<file path="src/rtl/cfg_i2c_pkg.sv">
package cfg_i2c_pkg;

  typedef enum logic [1:0] {
    BUS_IDLE = 2'd0,
    BUS_RECV = 2'd1,
    BUS_SKIP = 2'd2
  } bus_state_t;

  typedef enum logic [1:0] {
    SLOT_ADDR  = 2'd0,
    SLOT_HIGH  = 2'd1,
    SLOT_LOW   = 2'd2,
    SLOT_EXTRA = 2'd3
  } byte_slot_t;

  localparam int BYTE_W = 8;

endpackage

</file>
<file path="src/rtl/cfg_i2c_filter.sv">
module cfg_i2c_filter #(
  parameter int SYNC_STAGES = 2,
  parameter int FILT_LEN    = 3
) (
  input  logic clk,
  input  logic rst_n,
  input  logic raw,
  output logic clean
);
  logic [SYNC_STAGES-1:0] sync_q;
  logic [FILT_LEN-1:0]    hist_q;

  always_ff @(posedge clk or negedge rst_n) begin
    if (!rst_n) begin
      sync_q <= '1;
      hist_q <= '1;
      clean  <= 1'b1;
    end else begin
      sync_q <= {sync_q[SYNC_STAGES-2:0], raw};
      hist_q <= {hist_q[FILT_LEN-2:0], sync_q[SYNC_STAGES-1]};
      if (&hist_q)
        clean <= 1'b1;
      else if (~|hist_q)
        clean <= 1'b0;
    end
  end
endmodule

</file>
<file path="src/rtl/cfg_i2c_cond.sv">
module cfg_i2c_cond (
  input  logic clk,
  input  logic rst_n,
  input  logic scl,
  input  logic sda,
  output logic scl_rise,
  output logic scl_fall,
  output logic start_det,
  output logic stop_det
);
  logic scl_q, sda_q;

  always_ff @(posedge clk or negedge rst_n) begin
    if (!rst_n) begin
      scl_q <= 1'b1;
      sda_q <= 1'b1;
    end else begin
      scl_q <= scl;
      sda_q <= sda;
    end
  end

  always_comb begin
    scl_rise  = scl & ~scl_q;
    scl_fall  = ~scl & scl_q;
    start_det = scl & scl_q & sda_q & ~sda;
    stop_det  = scl & scl_q & ~sda_q & sda;
  end
endmodule

</file>
<file path="src/rtl/cfg_i2c_engine.sv">
module cfg_i2c_engine
  import cfg_i2c_pkg::*;
#(
  parameter logic [5:0] ADDR_FIXED = 6'b001011,
  parameter int         WORD_W     = 16
) (
  input  logic              clk,
  input  logic              rst_n,
  input  logic              scl_rise,
  input  logic              scl_fall,
  input  logic              start_det,
  input  logic              stop_det,
  input  logic              sda,
  input  logic              strap,
  output logic              sda_oe,
  output logic              idle,
  output logic [WORD_W-1:0] word
);
  localparam int CNT_W = $clog2(BYTE_W + 1);
  localparam logic [CNT_W-1:0] LAST_BIT = CNT_W'(BYTE_W);

  bus_state_t        state_q;
  byte_slot_t        slot_q;
  logic [CNT_W-1:0]  cnt_q;
  logic              ack_q;
  logic [BYTE_W-1:0] shreg_q;
  logic              addr_ok;

  assign addr_ok = (shreg_q[BYTE_W-1:1] == {ADDR_FIXED, ~strap}) && !shreg_q[0];
  assign idle    = (state_q == BUS_IDLE);

  always_ff @(posedge clk or negedge rst_n) begin
    if (!rst_n) begin
      state_q <= BUS_IDLE;
      slot_q  <= SLOT_ADDR;
      cnt_q   <= '0;
      ack_q   <= 1'b0;
      shreg_q <= '0;
      sda_oe  <= 1'b0;
      word    <= '0;
    end else if (start_det) begin
      state_q <= BUS_RECV;
      slot_q  <= SLOT_ADDR;
      cnt_q   <= '0;
      ack_q   <= 1'b0;
      sda_oe  <= 1'b0;
    end else if (stop_det) begin
      state_q <= BUS_IDLE;
      ack_q   <= 1'b0;
      sda_oe  <= 1'b0;
    end else if (state_q == BUS_RECV) begin
      if (scl_rise && !ack_q && cnt_q != LAST_BIT) begin
        shreg_q <= {shreg_q[BYTE_W-2:0], sda};
        cnt_q   <= cnt_q + 1'b1;
      end else if (scl_fall && ack_q) begin
        sda_oe <= 1'b0;
        ack_q  <= 1'b0;
        cnt_q  <= '0;
        if (slot_q != SLOT_EXTRA)
          slot_q <= byte_slot_t'(slot_q + 2'd1);
      end else if (scl_fall && cnt_q == LAST_BIT) begin
        case (slot_q)
          SLOT_ADDR: begin
            if (addr_ok) begin
              sda_oe <= 1'b1;
              ack_q  <= 1'b1;
            end else begin
              state_q <= BUS_SKIP;
            end
          end
          SLOT_HIGH: begin
            word[WORD_W-1:BYTE_W] <= shreg_q;
            sda_oe <= 1'b1;
            ack_q  <= 1'b1;
          end
          SLOT_LOW: begin
            word[BYTE_W-1:0] <= shreg_q;
            sda_oe <= 1'b1;
            ack_q  <= 1'b1;
          end
          default: begin
            ack_q <= 1'b1;
          end
        endcase
      end
    end
  end
endmodule

</file>
<file path="src/rtl/cfg_i2c_slave.sv">
module cfg_i2c_slave #(
  parameter int         SYNC_STAGES = 2,
  parameter int         FILT_LEN    = 3,
  parameter logic [5:0] ADDR_FIXED  = 6'b001011,
  parameter int         OCT_W       = 4,
  parameter int         FINE_W      = 10,
  parameter int         MODE_W      = 2
) (
  input  logic              clk,
  input  logic              rst_n,
  input  logic              scl_i,
  input  logic              sda_i,
  input  logic              addr_strap,
  output logic              sda_oe,
  output logic [OCT_W-1:0]  oct_code,
  output logic [FINE_W-1:0] fine_code,
  output logic [MODE_W-1:0] out_mode
);
  localparam int WORD_W = OCT_W + FINE_W + MODE_W;

  logic [1:0]        raw_bus;
  logic [1:0]        clean_bus;
  logic              scl_f, sda_f;
  logic              scl_rise, scl_fall, start_det, stop_det;
  logic              st_idle;
  logic [WORD_W-1:0] cfg_word;

  assign raw_bus = {sda_i, scl_i};

  for (genvar g = 0; g < 2; g++) begin : g_line
    cfg_i2c_filter #(
      .SYNC_STAGES(SYNC_STAGES),
      .FILT_LEN   (FILT_LEN)
    ) u_filt (
      .clk  (clk),
      .rst_n(rst_n),
      .raw  (raw_bus[g]),
      .clean(clean_bus[g])
    );
  end

  assign scl_f = clean_bus[0];
  assign sda_f = clean_bus[1];

  cfg_i2c_cond u_cond (
    .clk      (clk),
    .rst_n    (rst_n),
    .scl      (scl_f),
    .sda      (sda_f),
    .scl_rise (scl_rise),
    .scl_fall (scl_fall),
    .start_det(start_det),
    .stop_det (stop_det)
  );

  cfg_i2c_engine #(
    .ADDR_FIXED(ADDR_FIXED),
    .WORD_W    (WORD_W)
  ) u_eng (
    .clk      (clk),
    .rst_n    (rst_n),
    .scl_rise (scl_rise),
    .scl_fall (scl_fall),
    .start_det(start_det),
    .stop_det (stop_det),
    .sda      (sda_f),
    .strap    (addr_strap),
    .sda_oe   (sda_oe),
    .idle     (st_idle),
    .word     (cfg_word)
  );

  assign oct_code  = cfg_word[WORD_W-1 -: OCT_W];
  assign fine_code = cfg_word[MODE_W +: FINE_W];
  assign out_mode  = cfg_word[MODE_W-1:0];
endmodule

</file>
<file path="config.mk">
export PLATFORM = sky130hd
export DESIGN_NAME = cfg_i2c_slave
export DESIGN_NICKNAME = d
export VERILOG_FILES = /design/src/rtl/cfg_i2c_pkg.sv /design/src/rtl/cfg_i2c_filter.sv /design/src/rtl/cfg_i2c_cond.sv /design/src/rtl/cfg_i2c_engine.sv /design/src/rtl/cfg_i2c_slave.sv
export SDC_FILE = /design/constraint.sdc
export NUM_CORES = 1
export LEC_CHECK = 0
export BUFFER_PORTS_ARGS = -buffer_cell sky130_fd_sc_hd__buf_4
export CAP_MARGIN = 5
export CORE_MARGIN = 10
export CORE_UTILIZATION = 51
export DETAILED_ROUTE_END_ITERATION = 7
export GPL_ROUTABILITY_DRIVEN = 0
export PLACE_DENSITY_LB_ADDON = 0.12
export SLEW_MARGIN = 20
export SYNTH_ARGS = -nofsm -noshare
export SYNTH_HDL_FRONTEND = slang
export SYNTH_SLANG_ARGS = --single-unit
</file>
<file path="constraint.sdc">
create_clock -name clk -period 2.56 [get_ports clk]
set_clock_uncertainty 0.2 [all_clocks]
set_input_delay 0.512 -clock clk [delete_from_list [all_inputs] [get_ports clk]]
set_output_delay 0.512 -clock clk [all_outputs]
set_load 0.05 [all_outputs]
</file>
### Word level (Yosys, flattened, before mapping)

Index checks and enable logic that the tools add are counted.

| word-level totals | value |
|---|---|
| bits of input ports | 5 |
| word-level logic and storage cells | 117 |
| register bits after elaboration | 48 |
| output and inout port bits | 17 |

| cells by class | value |
|---|---|
| mux-type cells | 38 |
| bitwise gates (word level) | 16 |
| add/sub/neg operators | 2 |
| equal/unequal tests | 15 |
| reduce and logical (&&, ||, !) cells | 30 |

Operator list:

| operator | count |
|---|---|
| 2-to-1 mux 2 bit | 14 |
| 2-to-1 mux 4 bit | 5 |
| 2-to-1 mux 1 bit | 18 |
| AND reduction 7 bit | 2 |
| nonzero test 3 bit | 4 |
| AND reduction 5 bit | 2 |
| != test 3 bit (second input constant) | 3 |
| NOT 1 bit | 9 |
| AND reduction 3 bit | 3 |
| AND reduction 4 bit | 2 |
| bitwise AND 1 bit | 7 |
| == test 7 x 5 -> 1 bit | 1 |
| != test 2 bit (second input constant) | 3 |
| AND reduction 6 bit | 1 |
| nonzero test 2 bit | 3 |
| OR reduction 3 bit | 2 |
| logical AND 1 bit | 5 |
| != test 5 x 3 -> 1 bit (second input constant) | 1 |
| nonzero test 5 bit | 1 |
| adder 4 x 1 -> 4 bit (second input constant) | 1 |
| == test 2 x 1 -> 1 bit (second input constant) | 2 |
| == test 4 bit (second input constant) | 1 |
| != test 2 x 1 -> 1 bit (second input constant) | 2 |
| != test 4 bit (second input constant) | 1 |
| other kinds (7) | 8 |

### Depth between registers and ports, before layout

| logic depth | value |
|---|---|
| word-level depth | 11 |
| mapped depth | 7 |
| depth with buffers taken out | 6 |

### Hierarchy

A second synthesis with hierarchy kept.

| unflattened totals | value |
|---|---|
| cells, all modules | 147 |
| area total of the unflattened synthesis | 2018.2 sq um |

Modules (own cells, without submodules):

| module | seq. area each (sq um) | area each (sq um) | times used | cells each |
|---|---|---|---|---|
| cfg_i2c_engine | 850.8 | 1580.3 | 1 | 121 |
| cfg_i2c_filter | 157.7 | 176.4 | 2 | 10 |
| cfg_i2c_cond | 52.6 | 85.1 | 1 | 6 |

### Worst setup path before layout

OpenSTA, ideal clock, no wires.

| timing path | value |
|---|---|
| path type | reg2reg |
| start point | reg u_eng.cnt_q[0] |
| end point | reg u_eng.word[7] |
| clock period less this slack | 1754 ps |
| cell stages (with the launch flop) | 7 |
| library setup time | 128 ps |
| slack | 806 ps |
| data required time | 2232 ps |
| data arrival time | 1426 ps |
| buffers on the path | 0 |
| cells stage by stage | dfrtp_1 inv_1 ha_1 nand3b_4 nor3_4 nand2_2 mux2_1 |

| between the ends | value |
|---|---|
| word-level cells in the longest chain between the ends | 4 |
| elaborated cells between the ends (all ways) | 6 |
| classes of those cells | eq/ne: 2; bitwise: 1; reduce/logical: 3 |

Ends and longest elaborated chain:

| what | RTL line | RTL |
|---|---|---|
| start, declared | cfg_i2c_engine.sv:24 | `logic [CNT_W-1:0] cnt_q;` |
| start signal, assigned | cfg_i2c_engine.sv:54 | `cnt_q <= cnt_q + 1'b1;` |
| != test 4 bit | cfg_i2c_engine.sv:52 | `if (scl_rise && !ack_q && cnt_q != LAST_BIT) begin` |
| logical AND 1 bit | cfg_i2c_engine.sv:52 |  |
| NOT 1 bit (no line) | -- |  |
| AND reduction 7 bit (no line) (*) | -- |  |
| end signal, assigned by index | cfg_i2c_engine.sv:72 | `word[WORD_W-1:BYTE_W] <= shreg_q;` |
| end signal, assigned by index | cfg_i2c_engine.sv:77 | `word[BYTE_W-1:0] <= shreg_q;` |
| end, declared | cfg_i2c_engine.sv:17 | `output logic [WORD_W-1:0] word` |

Mark *: on every way between the ends. The rest lies on a longest branch, timed or not.
A chain may end at the register's enable or synchronous reset.

### Worst setup path after layout

| timing path | value |
|---|---|
| start point | reg u_eng.cnt_q[0] |
| end point | reg u_eng.cnt_q[1] |

| between the ends | value |
|---|---|
| word-level cells in the longest chain between the ends | 6 |
| elaborated cells between the ends (all ways) | 9 |
| classes of those cells | add/sub: 1; eq/ne: 1; mux: 4; reduce/logical: 3 |

Ends and longest elaborated chain:

| what |
|---|
| parallel branches: the longest is 6 deep, another holds adder 4 x 1 -> 4 bit |

Parallel ways; which one is timed is not known. The select of a mux whose other input is x is not followed.

==> run_results.csv <==
group,metric,value,unit
critical_path,path_class,"flop to flop",
routing,routedWlPerCell,15.8,um
clock_tree,clock_insertion_delay_worst_skew,0.30,ns
global_route,track_usage,10.7,%
yosys,post_synth_main_area_contributors,"sky130_fd_sc_hd__dfrtp_1, sky130_fd_sc_hd__dfstp_2, sky130_fd_sc_hd__mux2_2",
outcome,run_status,"completed",
global_route,grt_first_pass_wirelength,6150,um
finish,fillerInstances,332,
critical_path,critPathLaunch,"u_eng.cnt_q[0]",
yosys,postSynthAreaPerCell,13.7,um^2
timing,finalCriticalPeriod,2.01,ns
timing,setup_viol,0,
critical_path,setup.reg_to_reg.worst_slack,0.55,ns
floorplanning,placement_rows,23,
timing,pins_over_slew_limit,0,
timing,timing.setup.tns,0,ns
critical_path,crit_required,2.55,ns
clock_tree,cts_tree,"yes",
timing,tightest_slew,0.569,ns
floorplanning,die_w,83.7,um
critical_path,critPathCapture,"u_eng.cnt_q[1]",
yosys,synth_top_cell_area_share,41.2,%
timing,final_min_period_over_clock_period,78.6,%
critical_path,worst_r2r_endpoint,"u_eng.cnt_q[1]",
critical_path,worstRegToRegCells,6,
clock_tree,clkTransAtPathRegs,0.08,ns
finish,design_area,2350,um^2
timing,worst_slack,0.548,ns
routing,drt_first_iter_violations,54,
critical_path,crit_arrival,2.00,ns
yosys,cell_taking_the_most_area_after_synthesis,"sky130_fd_sc_hd__dfrtp_1",
power,ir_worst_vdd,490,uV
finish,finalNetCount,187,
global_route,antenna_violations_before_repair,0,
critical_path,timing.critical_path.fanout_max,14,
critical_path,cp-end-kind,"flop",
power,p_leak,1.13,nW
yosys,synth.ff_latch_count,48,
clock_tree,hold_fix_buffers_cts,0,
timing,achievable-frequency,497,MHz
placed_design,place_worst_setup_slack,0.556,ns
yosys,postSynthCellCount,151,
global_route,grt_start_max_net_pins,49,
yosys,post_synth_most_frequent_cells,"sky130_fd_sc_hd__dfrtp_1, sky130_fd_sc_hd__mux2_2, sky130_fd_sc_hd__dfstp_2",
yosys,synth_top_flop_cell,"sky130_fd_sc_hd__dfrtp_1",
yosys,number_of_nets_produced_by_synthesis,162,
floorplanning,die_y,83.7,um
routing,drcViolationCount,0,
routing,drt-total-wl,3590,um
yosys,synth_edf_count,0,
critical_path,worstSetupStartpointType,"flop",
finish,seq_area,1220,um^2
routing,vias,1222,
finish,syn_to_final_growth,13.9,%
clock_tree,clock_tree.buffer_depth,2,
floorplanning,placeableCoreArea,3970,um^2
yosys,yosysWarnings,0,
timing,holdWs,0.000588,ns
timing,hold_viol_final,0,
yosys,synth_cell_type_count,42,
finish,diodes,0,
routing,drt-pass1-iter-count,4,
clock_tree,cts_resized,0,
global_route,via_count_of_the_first_global_routing_pass,1280,
finish,total_area_of_multi_input_combinational_cells,787,um^2
placed_design,detailed_place.area,2260,um^2
placed_design,io_buffers,21,
power,power.density,647,nW/um^2
finish,share_of_layout_cells_above_drive_strength_1,42.4,%
clock_tree,post_cts_buffers,0,
routing,ant_nets,0,
clock_tree,numCtsBuffers,5,
floorplanning,dieArea,7000,um^2
floorplanning,boundaryPins,22,
routing,average_vias_per_placed_instance,5.38,
floorplanning,start_util,52.0,%
min_path,min_path_type,"input port to async pin",
flow_run,count_of_max_cap_constraint_violations,0,
clock_tree,numClockSinks,48,
timing,grt_setup_unrepaired,"no",
clock_tree,clock-root-buffer,"sky130_fd_sc_hd__clkbuf_8",
placed_design,post_dp_hpwl,2670,um
global_route,global_route.overflow_total,0,
critical_path,r2r-start,"u_eng.cnt_q[0]",
timing,relSlewSlack,62.1,%
clock_tree,htree_levels,2,
yosys,synth_async_reset_ratio,100,%
yosys,yosysMostFrequentCell,"sky130_fd_sc_hd__dfrtp_1",
finish,final_core_util,59.3,%
yosys,synth_sequential_area_ratio,59.0,%
yosys,mappedNetlistArea,2070,um^2
-- placed cells by master, fill, tap and decap left out, drive strengths merged, types with 3 or more instances in the layout --
master,netlist,final
nor4,3,3
nand3,5,5
a21oi,3,3
clkbuf,0,5
nand2,9,9
nand3b,3,3
inv,10,11
dfstp,14,14
mux2,24,24
dfrtp,34,34
nor2,3,3
ha,6,6
buf,3,21
o21ai,7,7
-- sequential cells by signal, indices dropped and copies added (netlist names) --
register / cells
g_line.u_filt.hist_q: 6
g_line.u_filt.sync_q: 4
u_eng.state_q: 2
u_eng.shreg_q: 8
u_eng.word: 16
u_eng.slot_q: 2
u_eng.cnt_q: 4
u_cond.scl_q: 1
u_eng.sda_oe: 1
u_cond.sda_q: 1
u_eng.ack_q: 1
g_line.u_filt.clean: 2
-- cell type report --
cell class / instances / share of cell area (%)
multi-input cells: 90 / 33.4
well taps: 50 / 2.66
repair buffers: 21 / 6.69
flip-flops and latches: 48 / 51.8
clock inverters: 3 / 0.956
inverters: 10 / 1.59
clock buffers: 5 / 2.92
-- how the worst min path moves through the flow --
stage | end | slack, ns | cells after the start
after floorplan | u_eng.ack_q | 0.02 | 0
final | u_eng.word[6] | 0.0006 | 1
after detailed placement | g_line[1].u_filt.sync_q[1] | 0.15 | 0
after global placement | g_line[0].u_filt.hist_q[0] | 0.15 | 0
after CTS | u_eng.cnt_q[2] | 0.01 | 1
after global routing | u_eng.word[1] | 0.03 | 1
-- metal layers --
metal  up-vias  share of wire (%)  global-route usage, %  wire length (um)
li1        584                  -                      -                 -
met1       607                 43                   11.8              1540
met3         9                4.8                   4.49               173
met2        22                 50                   17.4              1800
met4         0                2.2                   5.02                80
met5         -                  0                      0                 0
-- metrics by stage --
stage,cells,power (W)
4_1_cts,227,0.00155
6_report,227,0.00152
5_1_grt,227,0.00162
2_1_floorplan,151,0.00103
3_3_place_gp,219,0.00107
3_5_place_dp,219,0.00109
-- cells by family after synthesis --
family	Yosys count	synth area share (%)
adders and majority gates	6	3.63
DFF	48	59.0
muxes	26	14.0
xor gates and xnor gates	2	0.848
and+or+nand+nor	37	13.5
buffers and inverters	13	2.97
AOI/OAI and AO/OA	19	6.05
-- where the power goes --
group	switching [W]	internal (W)	total (W)	leakage (nW)
Combinational	0.0000774	0.0000840	0.000161	0.469
Sequential	0.0000849	0.000830	0.000915	0.617
Clock	0.000253	0.000194	0.000447	0.0447
Total	0.000415	0.00111	0.00152	1.13
-- critical path: stages, from the launching register on --
cell and delay [ns]:
sky130_fd_sc_hd__dfrtp_1 0.42, sky130_fd_sc_hd__inv_1 0.07, sky130_fd_sc_hd__ha_1 0.22, sky130_fd_sc_hd__nand3b_4 0.13, sky130_fd_sc_hd__nand4_2 0.34, sky130_fd_sc_hd__and2_1 0.31
sky130_fd_sc_hd__a22o_1 0.20
(Power assumes the default switching activity.)
